`config.mk`:
```
export PLATFORM = sky130hd
export DESIGN_NAME = hio_irq_unit
export DESIGN_NICKNAME = d
export VERILOG_FILES = /design/src/rtl/hio_irq_pkg.sv /design/src/rtl/hio_bus_decode.sv /design/src/rtl/hio_status_latch.sv /design/src/rtl/hio_sync_router.sv /design/src/rtl/hio_irq_unit.sv
export SDC_FILE = /design/constraint.sdc
export NUM_CORES = 1
export LEC_CHECK = 0
export BUFFER_PORTS_ARGS = -buffer_cell sky130_fd_sc_hd__buf_2
export CAP_MARGIN = 20
export CORE_AREA = 2 2 39 41
export CTS_CLUSTER_DIAMETER = 40
export DETAILED_ROUTE_END_ITERATION = 8
export DIE_AREA = 0 0 41 43
export PLACE_DENSITY = 0.69
export SLEW_MARGIN = 20
export SYNTH_ARGS = -nofsm -noshare
export SYNTH_HDL_FRONTEND = slang
export SYNTH_SLANG_ARGS = --single-unit
export TNS_END_PERCENT = 50
```
`constraint.sdc`:
```
create_clock -name clk -period 1.55 [get_ports clk]
set_clock_uncertainty 0.2 [all_clocks]
set_input_delay 0.0775 -clock clk [delete_from_list [all_inputs] [get_ports clk]]
set_output_delay 0.0775 -clock clk [all_outputs]
set_load 0.02 [all_outputs]
```
`src/rtl/hio_irq_pkg.sv`:
```
package hio_irq_pkg;

  localparam int NUM_SRC = 3;
  localparam int SRC_DONE = 0;
  localparam int SRC_ERR  = 1;
  localparam int SRC_SYNC = 2;

  localparam logic [4:0] OFS_STATUS = 5'h11;
  localparam logic [4:0] OFS_ENABLE = 5'h12;
  localparam logic [4:0] OFS_ACK    = 5'h13;

  typedef enum logic [1:0] {
    ROUTE_OFF  = 2'b00,
    ROUTE_IRQ  = 2'b01,
    ROUTE_NMI  = 2'b10,
    ROUTE_RSVD = 2'b11
  } route_e;

  typedef enum logic [1:0] {
    RD_NONE   = 2'b00,
    RD_STATUS = 2'b01,
    RD_ENABLE = 2'b10
  } rd_src_e;

  // Sticky bit update: a set always beats a clear.
  function automatic logic sticky_next(logic cur, logic set, logic clr);
    return set | (cur & ~clr);
  endfunction

  function automatic logic irq_level(logic [NUM_SRC-1:0] pend,
                                     logic [NUM_SRC-1:0] en);
    return |(pend & en);
  endfunction

endpackage

```
`src/rtl/hio_bus_decode.sv`:
```
module hio_bus_decode
  import hio_irq_pkg::*;
#(
  parameter int ADDR_W = 5,
  parameter int DATA_W = 8
) (
  input  logic              sel,
  input  logic              we,
  input  logic [ADDR_W-1:0] addr,
  input  logic [DATA_W-1:0] wdata,
  output logic              en_wr,
  output logic [NUM_SRC-1:0] en_wdata,
  output logic [NUM_SRC-1:0] ack_mask,
  output logic              rd_stb,
  output rd_src_e           rd_src
);

  localparam logic [ADDR_W-1:0] A_STATUS = ADDR_W'(OFS_STATUS);
  localparam logic [ADDR_W-1:0] A_ENABLE = ADDR_W'(OFS_ENABLE);
  localparam logic [ADDR_W-1:0] A_ACK    = ADDR_W'(OFS_ACK);

  logic wr_stb;
  assign wr_stb   = sel & we;
  assign rd_stb   = sel & ~we;
  assign en_wr    = wr_stb && (addr == A_ENABLE);
  assign en_wdata = wdata[NUM_SRC-1:0];
  assign ack_mask = (wr_stb && (addr == A_ACK)) ? wdata[NUM_SRC-1:0] : '0;

  always_comb begin
    rd_src = RD_NONE;
    if (addr == A_STATUS)      rd_src = RD_STATUS;
    else if (addr == A_ENABLE) rd_src = RD_ENABLE;
  end

endmodule

```
`src/rtl/hio_status_latch.sv`:
```
module hio_status_latch
  import hio_irq_pkg::*;
#(
  parameter int N = 3
) (
  input  logic         clk,
  input  logic         rst_n,
  input  logic [N-1:0] set_i,
  input  logic [N-1:0] clr_i,
  output logic [N-1:0] pend_o
);

  for (genvar i = 0; i < N; i++) begin : g_bit
    logic q;
    always_ff @(posedge clk) begin
      if (!rst_n) q <= 1'b0;
      else        q <= sticky_next(q, set_i[i], clr_i[i]);
    end
    assign pend_o[i] = q;
  end

endmodule

```
`src/rtl/hio_sync_router.sv`:
```
module hio_sync_router
  import hio_irq_pkg::*;
(
  input  logic       clk,
  input  logic       rst_n,
  input  logic       frame_sync,
  input  logic [1:0] route,
  output logic       sync_to_irq,
  output logic       nmi_o
);

  route_e r;
  assign r = route_e'(route);
  assign sync_to_irq = frame_sync && (r == ROUTE_IRQ);

  always_ff @(posedge clk) begin
    if (!rst_n) nmi_o <= 1'b0;
    else        nmi_o <= frame_sync && (r == ROUTE_NMI);
  end

endmodule

```
`src/rtl/hio_irq_unit.sv`:
```
module hio_irq_unit
  import hio_irq_pkg::*;
#(
  parameter int ADDR_W = 5,
  parameter int DATA_W = 8
) (
  input  logic              clk,
  input  logic              rst_n,
  input  logic              reg_sel,
  input  logic              reg_we,
  input  logic [ADDR_W-1:0] reg_addr,
  input  logic [DATA_W-1:0] reg_wdata,
  output logic [DATA_W-1:0] reg_rdata,
  input  logic              done_evt,
  input  logic              err_evt,
  input  logic              frame_sync,
  input  logic [1:0]        sync_route,
  output logic              irq_o,
  output logic              nmi_o
);

  localparam int PAD_W = DATA_W - NUM_SRC;

  logic               en_wr;
  logic [NUM_SRC-1:0] en_wdata;
  logic [NUM_SRC-1:0] ack_mask;
  logic               rd_stb;
  rd_src_e            rd_src;
  logic               sync_to_irq;
  logic [NUM_SRC-1:0] event_set;
  logic [NUM_SRC-1:0] status_q;
  logic [NUM_SRC-1:0] enable_q;
  logic [DATA_W-1:0]  rd_mux;

  hio_bus_decode #(.ADDR_W(ADDR_W), .DATA_W(DATA_W)) u_dec (
    .sel(reg_sel), .we(reg_we), .addr(reg_addr), .wdata(reg_wdata),
    .en_wr(en_wr), .en_wdata(en_wdata), .ack_mask(ack_mask),
    .rd_stb(rd_stb), .rd_src(rd_src)
  );

  hio_sync_router u_route (
    .clk(clk), .rst_n(rst_n), .frame_sync(frame_sync), .route(sync_route),
    .sync_to_irq(sync_to_irq), .nmi_o(nmi_o)
  );

  always_comb begin
    event_set           = '0;
    event_set[SRC_DONE] = done_evt;
    event_set[SRC_ERR]  = err_evt;
    event_set[SRC_SYNC] = sync_to_irq;
  end

  hio_status_latch #(.N(NUM_SRC)) u_pend (
    .clk(clk), .rst_n(rst_n), .set_i(event_set), .clr_i(ack_mask),
    .pend_o(status_q)
  );

  always_ff @(posedge clk) begin
    if (!rst_n)     enable_q <= '0;
    else if (en_wr) enable_q <= en_wdata;
  end

  always_comb begin
    case (rd_src)
      RD_STATUS: rd_mux = {{PAD_W{1'b0}}, status_q};
      RD_ENABLE: rd_mux = {{PAD_W{1'b0}}, enable_q};
      default:   rd_mux = '0;
    endcase
  end

  always_ff @(posedge clk) begin
    if (!rst_n) reg_rdata <= '0;
    else        reg_rdata <= rd_stb ? rd_mux : '0;
  end

  assign irq_o = irq_level(status_q, enable_q);

endmodule

```
==> results by group, run 1 <==
Outcome
  • Outcome: finished, final reports clean

Clock tree
  • Clock transition at the registers of the reported paths: 70 ps
  • Root buffer cell: sky130_fd_sc_hd__clkbuf_4
  • Clock tree from TritonCTS: done
  • Gates resized, CTS repair: 0
  • H-Tree Depth: 1
  • Number of clock buffers inserted by TritonCTS: 3
  • CTS max path bufs: 2
  • Sinks on the clock net: 10
  • Worst skew pair latency: 260 ps

Cells and area
  • Fraction of the core area covered by cells at the end of the flow: 0.504
  • Filler cell count: 142
  • Sequential cell area: 200 µm²
  • Share of post-route cells with drive strength above 1: 0.321
  • Area of the multi-input gates: 228 µm²
  • Area delta synth->final: 49.7%
  • Final net count: 108
  • Number of diodes: 0
  • Most common library cell in the layout ignoring fill and taps: sky130_fd_sc_hd__buf_2
  • Most frequent cells in the layout: 21 x sky130_fd_sc_hd__buf_2, 11 x sky130_fd_sc_hd__dlygate4sd3_1, 10 x sky130_fd_sc_hd__dfxtp_1

Pwr
  • Cell Pwr Density: 758 mW/mm²
  • Leakage Power: ~0.35 nW
  • Power, Total: about 0.00053 W
  • Max VDD drop: 295 µV

Run
  • Number of maximum-capacitance violations: 0

Drt
  • Detail Route Antenna Nets: 0
  • Total routed wirelength: 1170 µm
  • Total via count in the routed design: 480
  • First DRT Iteration DRCs: 22
  • First-pass DRT Iterations: 5
  • Via-per-instance ratio: 4.80
  • Routed length per instance: around 12 µm
  • # DRC: 0

Synth
  • Post-synthesis adder-cell area fraction: 0
  • Top FF cell, synth: sky130_fd_sc_hd__dfxtp_1
  • Cell variety after synth: 21
  • Mapped Cells: between 50 and 60
  • Xor and xnor fraction of the mapped netlist area: 0
  • Share of async-settable or async-resettable flops after synthesis: 0
  • YS warnings: 0
  • Per-instance average area after synthesis: 9.13 µm²
  • Share of cell area taken by muxes after synthesis: 0.0645
  • Compound-gate portion of the synthesized area: 0.140
  • Yosys reg bits: 10
  • Main combinational cell family by area after synthesis: simple AND/OR/NAND/NOR gates
  • Sequential area share after synthesis: 0.430
  • Simple logic cell fraction of the synthesized area: 0.245
  • Netlist area before placement: 465 µm²
  • Post-synth EDFFs: 0

Critical path
  • Kind of cell adding the most delay to the critical path: buffers and inverters
  • Critical-path cell list: dlygate4sd3_1, buf_2, and4b_1, dlygate4sd3_1
  • Kind of capture point of the worst setup path: register
  • Combined buffer and inverter count along the critical path: 3
  • R2R Setup Slk: ~110 ps
  • Number of cells on the critical path: 4
  • Cell at the slowest stage of the critical path: sky130_fd_sc_hd__dlygate4sd3_1
  • Worst r2r dst: u_pend.g_bit[0].q
  • Critical path data required time: ~1500 ps
  • Beginning of the worst register-to-register path: u_pend.g_bit[0].q
  • Worst path arrival time: approximately 1500 ps
  • Class of the most critical setup path: in2reg
  • R2R depth: 3
  • Top cell by count, worst path: sky130_fd_sc_hd__dlygate4sd3_1
  • Element type at the critical path start: primary input
  • Delay of the slowest critical-path stage: about 560 ps
  • CP max FO: 2

Timing
  • Count of pins over their slew limit: 0
  • Total count of hold-check failures in the final report: 0
  • Final Cycle Share: 0.986
  • Shortest period the worst path allows: 1530 ps
  • RSZ-0062 raised after global routing: no
  • Fmax: between 600 and 700 MHz
  • Final number of setup-violating endpoints: 0
  • Sum of negative setup slack: 0 ps

Worst hold path
  • Worst min path class: in2reg
  • Number of cells on the worst hold path: 3
  • Hold endpoint: u_pend.g_bit[2].q
  • Startpoint of the worst hold path: reg_addr[0]

Global route
  • Total congestion overflow after global routing: 0
  • Global router's overall resource usage: 0.164
  • Maximum number of pins on one net before global-route repair: 7
  • Global-route wire length before repair: 1860 µm
  • Antenna violations before repair: 0
  • Vias in the first global route: 463

Floorplanning
  • Number of ports placed on the die boundary: 32
  • Die boundary width: 41 µm
  • Number of rows in the core area: 14
  • Initial cell density of the core: 0.336
  • Vert. Die Dim: 43 µm
  • Die Area: 0.00176 mm²
  • Core region area: 0.00138 mm²

Placement
  • Port bufs: 21
  • Gp weighted congestion: 0.713
  • Hpwl dp: 793 µm
## where the power goes
| group | switching (W) | total (W) | internal, W |
|---|---|---|---|
| registers | 0.00000497 | 0.000268 | 0.000263 |
| clock network | 0.0000870 | 0.000177 | 0.0000896 |
| logic | 0.0000391 | 0.0000836 | 0.0000445 |
| total | 0.000131 | 0.000528 | 0.000397 |
## timing repair
item	in CTS	in global routing
setup buffers	0	0
hold buffers	11	0
endpoints found under the hold margin	10	0
## per-stage QoR
step	cells	cell area (µm²)	setup WS (ps)	hold WS (ps)
floorplan	55	480	512	-21.4
global placement	86	564	396	74.9
detailed placement	86	564	385	86.2
CTS	100	697	45.7	18.3
global route	100	697	12.6	69.4
finish	100	697	21.7	43.2
## synth_stat cells, drive strengths merged, types with 2 or more instances
master,number,area (µm²)
dfxtp,10,200
a31oi,2,12.5
nand2,6,22.5
inv,3,11.3
mux2i,3,30.0
nor2,3,11.3
nor2b,2,12.5
a22oi,3,22.5
o21ai,3,15.0
buf,5,37.5
## worst max-delay path by stage
stage                           start                end  slack, ps
floorplan           u_pend.g_bit[1].q              irq_o        510
global placement    u_pend.g_bit[1].q              irq_o        400
detailed placement        reg_addr[2]  u_pend.g_bit[1].q        390
CTS                        frame_sync      u_route.nmi_o         50
global route               frame_sync      u_route.nmi_o         10
finish                     frame_sync      u_route.nmi_o         20
## worst register-to-register path: stages, from the launching register on
cell,delay [ps]
sky130_fd_sc_hd__dfxtp_1,370
sky130_fd_sc_hd__o21ai_0,100
sky130_fd_sc_hd__a31oi_1,140
sky130_fd_sc_hd__dlygate4sd3_1,570
## registers in the layout, indices dropped and copies added (netlist names)
register and cells:
enable_q 3, reg_rdata 3, u_pend.g_bit.q 3, u_route.nmi_o 1
## cell families (layout without fill, tap and decap cells)
group	count (synthesis)	in the layout
AND/OR/NAND/NOR	18	18
flip-flops	10	10
AO/OA/AOI/OAI	10	10
buffers and inverters	9	38
multiplexers	3	3
other	1	5
## final cells by class
| type | instances | share of cell area |
|---|---|---|
| Tap cell | 16 | 0.0287 |
| Multi-Input combinational cell | 36 | 0.327 |
| Clock buffer | 3 | 0.0323 |
| Sequential cell | 10 | 0.287 |
| Timing Repair Buffer | 32 | 0.309 |
| Inverter | 3 | 0.0162 |
## metal layers
metal / vias to the layer above / wire (µm) / global-route usage
li1: 236 / - / -
met1: 218 / 405 / 0.161
met2: 22 / 661 / 0.288
met3: 4 / 75 / 0.0314
met4: 0 / 27 / 0.100
met5: - / 0 / 0
No activity file was read; power rests on OpenSTA's default activity.
==> run 2, diff against run 1 <==
--- a/config.mk
+++ b/config.mk
@@ -5,14 +5,14 @@
 export SDC_FILE = /design/constraint.sdc
 export NUM_CORES = 1
 export LEC_CHECK = 0
+export ABC_AREA = 1
 export BUFFER_PORTS_ARGS = -buffer_cell sky130_fd_sc_hd__buf_2
 export CAP_MARGIN = 20
 export CORE_AREA = 2 2 39 41
 export CTS_CLUSTER_DIAMETER = 40
 export DETAILED_ROUTE_END_ITERATION = 8
 export DIE_AREA = 0 0 41 43
-export PLACE_DENSITY = 0.69
-export SLEW_MARGIN = 20
+export PLACE_DENSITY = 0.75
 export SYNTH_ARGS = -nofsm -noshare
 export SYNTH_HDL_FRONTEND = slang
 export SYNTH_SLANG_ARGS = --single-unit
==> run 2 against run 1 <==
Effect of this change: sequential cell count unchanged; fmax up 1.4%; combinational power up 32%; critical path depth up 2; setup slack better by 21 ps; worst hold slack worse by 19 ps; sequential power about the same; sequential share of layout area down 4.3 points; highest routed layer unchanged.
==> results by group, run 2 <==
Synth
  • Dominant cells by area after synthesis: sky130_fd_sc_hd__dfxtp_1 38%, sky130_fd_sc_hd__nand2_1 11%, sky130_fd_sc_hd__buf_4 7.0%
  • YS warnings: 0 (unchanged)
  • Cell variety after synth: 16 (-24%)
  • Netlist area before placement: 533 µm² (+15%)
  • Post-synth EDFFs: 0 (unchanged)
  • Post-synth top area share: 0.376 (-0.0545)
  • Top cell type by total area after synthesis: sky130_fd_sc_hd__dfxtp_1
  • Sequential area share after synthesis: 0.376 (-0.0545)
  • Library cell with the highest instance count after synthesis: sky130_fd_sc_hd__nand2_1
  • Per-instance average area after synthesis: 7.30 µm² (-20%)
  • Share of async-settable or async-resettable flops after synthesis: 0 (unchanged)
  • Cell types with the highest counts after synthesis: 16 x sky130_fd_sc_hd__nand2_1, 10 x sky130_fd_sc_hd__dfxtp_1, 8 x sky130_fd_sc_hd__inv_1, 8 x sky130_fd_sc_hd__nor2_1, 6 x sky130_fd_sc_hd__a21oi_1
  • Mapped Cells: 73 (+43%)
  • Top FF cell, synth: sky130_fd_sc_hd__dfxtp_1
  • Yosys reg bits: 10 (unchanged)

Global route
  • Global router's overall resource usage: 0.202 (+0.0388)
  • Total congestion overflow after global routing: 0 (unchanged)
  • Maximum number of pins on one net before global-route repair: 7 (unchanged)
  • Vias in the first global route: 592 (+28%)
  • Global-route wire length before repair: 2280 µm (+23%)
  • Antenna violations before repair: 0 (unchanged)

Drt
  • Detail Route Antenna Nets: 0 (unchanged)
  • Uppermost metal layer occupied by signal nets: met4
  • First-pass DRT Iterations: 2 (-3)
  • Routed length per instance: 10.3 µm (-12%)
  • Wire length on met3: 71 µm (-5.3%)
  • Wl on met1: 458 µm (+13%)
  • Total via count in the routed design: 588 (+23%)
  • Met2 WL: 746 µm (+13%)
  • First DRT Iteration DRCs: 7 (-68%)
  • # DRC: 0 (unchanged)
  • Via-per-instance ratio: 4.59 (-4.3%)
  • Total routed wirelength: 1320 µm (+13%)

Clock tree
  • Clock transition at the registers of the reported paths: 60 ps (about the same)
  • Worst skew pair latency: 260 ps (about the same)
  • Number of clock buffers inserted by TritonCTS: 3 (unchanged)
  • Root buffer cell: sky130_fd_sc_hd__clkbuf_4
  • Sinks on the clock net: 10 (unchanged)
  • Number of buffers inserted by post-CTS setup repair: 0 (unchanged)
  • H-Tree Depth: 1 (unchanged)
  • CTS max path bufs: 2 (unchanged)
  • Clock tree from TritonCTS: done

Cells and area
  • Number of diodes: 0 (unchanged)
  • Most common library cell in the layout ignoring fill and taps: sky130_fd_sc_hd__buf_2
  • Area delta synth->final: 54.0%
  • Most frequent cells in the layout: 20 x sky130_fd_sc_hd__buf_2, 16 x sky130_fd_sc_hd__nand2_1, 16 x sky130_fd_sc_hd__dlygate4sd3_1
  • Post-route non-filler standard cell count: 128 (+28%)
  • Area of the multi-input gates: 277 µm² (+21%)
  • Filler cell count: 129 (-9.2%)
  • Final net count: 136 (+26%)
  • Leading registers by flop count: enable_q (3), reg_rdata (3), u_pend.g_bit.q (3)
  • Share of post-route cells with drive strength above 1: 0.268 (-0.0536)
  • Sequential cell area: 200 µm² (unchanged)

Floorplanning
  • Die boundary width: 41 µm (unchanged)
  • Number of ports placed on the die boundary: 32 (unchanged)
  • Number of rows in the core area: 14 (unchanged)
  • Core region area: 0.00138 mm² (unchanged)
  • Initial cell density of the core: 0.385 (+0.0488)
  • Vert. Die Dim: 43 µm (unchanged)
  • Die Area: 0.00176 mm² (unchanged)

Timing
  • Shortest period the worst path allows: 1510 ps (-20.5 ps)
  • Total count of hold-check failures in the final report: 0 (unchanged)
  • Count of pins over their slew limit: 0 (unchanged)
  • Worst slack on hold paths: 24.1 ps (-19.1 ps)
  • Sum of negative setup slack: 0 ps (unchanged)
  • RSZ-0062 raised after global routing: no
  • Final Cycle Share: 0.973 (-0.0132)
  • Fmax: 663 MHz (+1.4%)
  • Worst-case setup margin in the final layout: 42.2 ps (+20.5 ps)
  • Final number of setup-violating endpoints: 0 (unchanged)

Placement
  • Gp weighted congestion: 0.781 (+9.5%)
  • Port bufs: 21 (unchanged)
  • Worst setup slack after placement: 437 ps (+51.4 ps)
  • Placed cells: 109 (+27%)

Outcome
  • Outcome: finished, final reports clean

Critical path
  • Worst path arrival time: 1510 ps (+40 ps)
  • CP max FO: 2 (unchanged)
  • Class of the most critical setup path: in2reg
  • Critical path data required time: 1550 ps (+50 ps)
  • Kind of capture point of the worst setup path: register
  • Element type at the critical path start: primary input

Pwr
  • Cell Pwr Density: 667 mW/mm² (-12%)
  • Leakage Power: 0.407 nW (+15%)
  • Max VDD drop: 617 µV (+110%)

Run
  • Number of maximum-capacitance violations: 0 (unchanged)

Worst hold path
  • Worst min path class: in2reg
## run 2: cell types whose count changed after synthesis, moves of 3 or more
cell / before / now
sky130_fd_sc_hd__nand3_1: 0 / 4
sky130_fd_sc_hd__nor2_1: 3 / 8
sky130_fd_sc_hd__nand3b_1: 1 / 5
sky130_fd_sc_hd__nand2_1: 6 / 16
sky130_fd_sc_hd__a22oi_1: 3 / 0
sky130_fd_sc_hd__o21ai_0: 3 / 0
sky130_fd_sc_hd__nand4_1: 0 / 3
sky130_fd_sc_hd__mux2i_1: 3 / 0
sky130_fd_sc_hd__a21oi_1: 1 / 6
sky130_fd_sc_hd__inv_1: 3 / 8
## run 2: logic make-up (layout without fill, tap and decap cells)
kind of cell	Yosys count	count (layout)	synth area share
simple gates	42	42	0.427
buf+inv	14	49	0.134
flops	10	10	0.376
compound gates	6	6	0.0563
other cells	1	5	0.00704
## run 2: critical path: stages
cell	delay (ps)
sky130_fd_sc_hd__dlygate4sd3_1	530
sky130_fd_sc_hd__buf_2	120
sky130_fd_sc_hd__nand3_1	70
sky130_fd_sc_hd__nand2_1	50
sky130_fd_sc_hd__a21oi_1	110
sky130_fd_sc_hd__dlygate4sd3_1	550
## run 2: what timing repair did
action / in CTS / in global routing
gates resized for setup: 0 / 1
hold buffers: 16 / 0
setup endpoints to repair: 0 / 1
endpoints found under the hold margin: 10 / 0
## run 2: layer usage
metal,up-vias,track usage
met1,260,0.188
met3,6,0.0838
met2,20,0.334
li1,302,-
met5,-,0
met4,0,0.133
## run 2: final cells by class
type                    instances  share of cell area
clock buffers                   3              0.0274
repair buffers                 37               0.326
multi-input cells              53               0.337
flip-flops and latches         10               0.244
inverters                       9              0.0412
well taps                      16              0.0244
## run 2: power by group
group / internal (W) / total, W / leakage [nW] / switching, W
clock network: 0.0000892 / 0.000169 / 0.0138 / 0.0000797
logic: 0.0000554 / 0.000110 / 0.312 / 0.0000543
registers: 0.000264 / 0.000269 / 0.0814 / 0.00000568
## run 2: worst paths after layout
kind,start,to,slack [ps],cells after the start
setup / recovery,reg_wdata[1],u_pend.g_bit[1].q,40,6
hold / removal,reg_addr[1],reg_rdata[1],20,5
setup reg to reg,u_pend.g_bit[0].q,u_pend.g_bit[0].q,180,3
hold reg to reg,enable_q[1],reg_rdata[1],280,2
## run 2: stage by stage
step                      instance area, µm²  utilization  total power (W)
final                                    821        0.593         0.000548
after global routing                     821        0.593         0.000590
after CTS                                818        0.591         0.000550
after detailed placement                 636        0.459         0.000350
after global placement                   636        0.459         0.000348
after floorplan                          548            -         0.000326
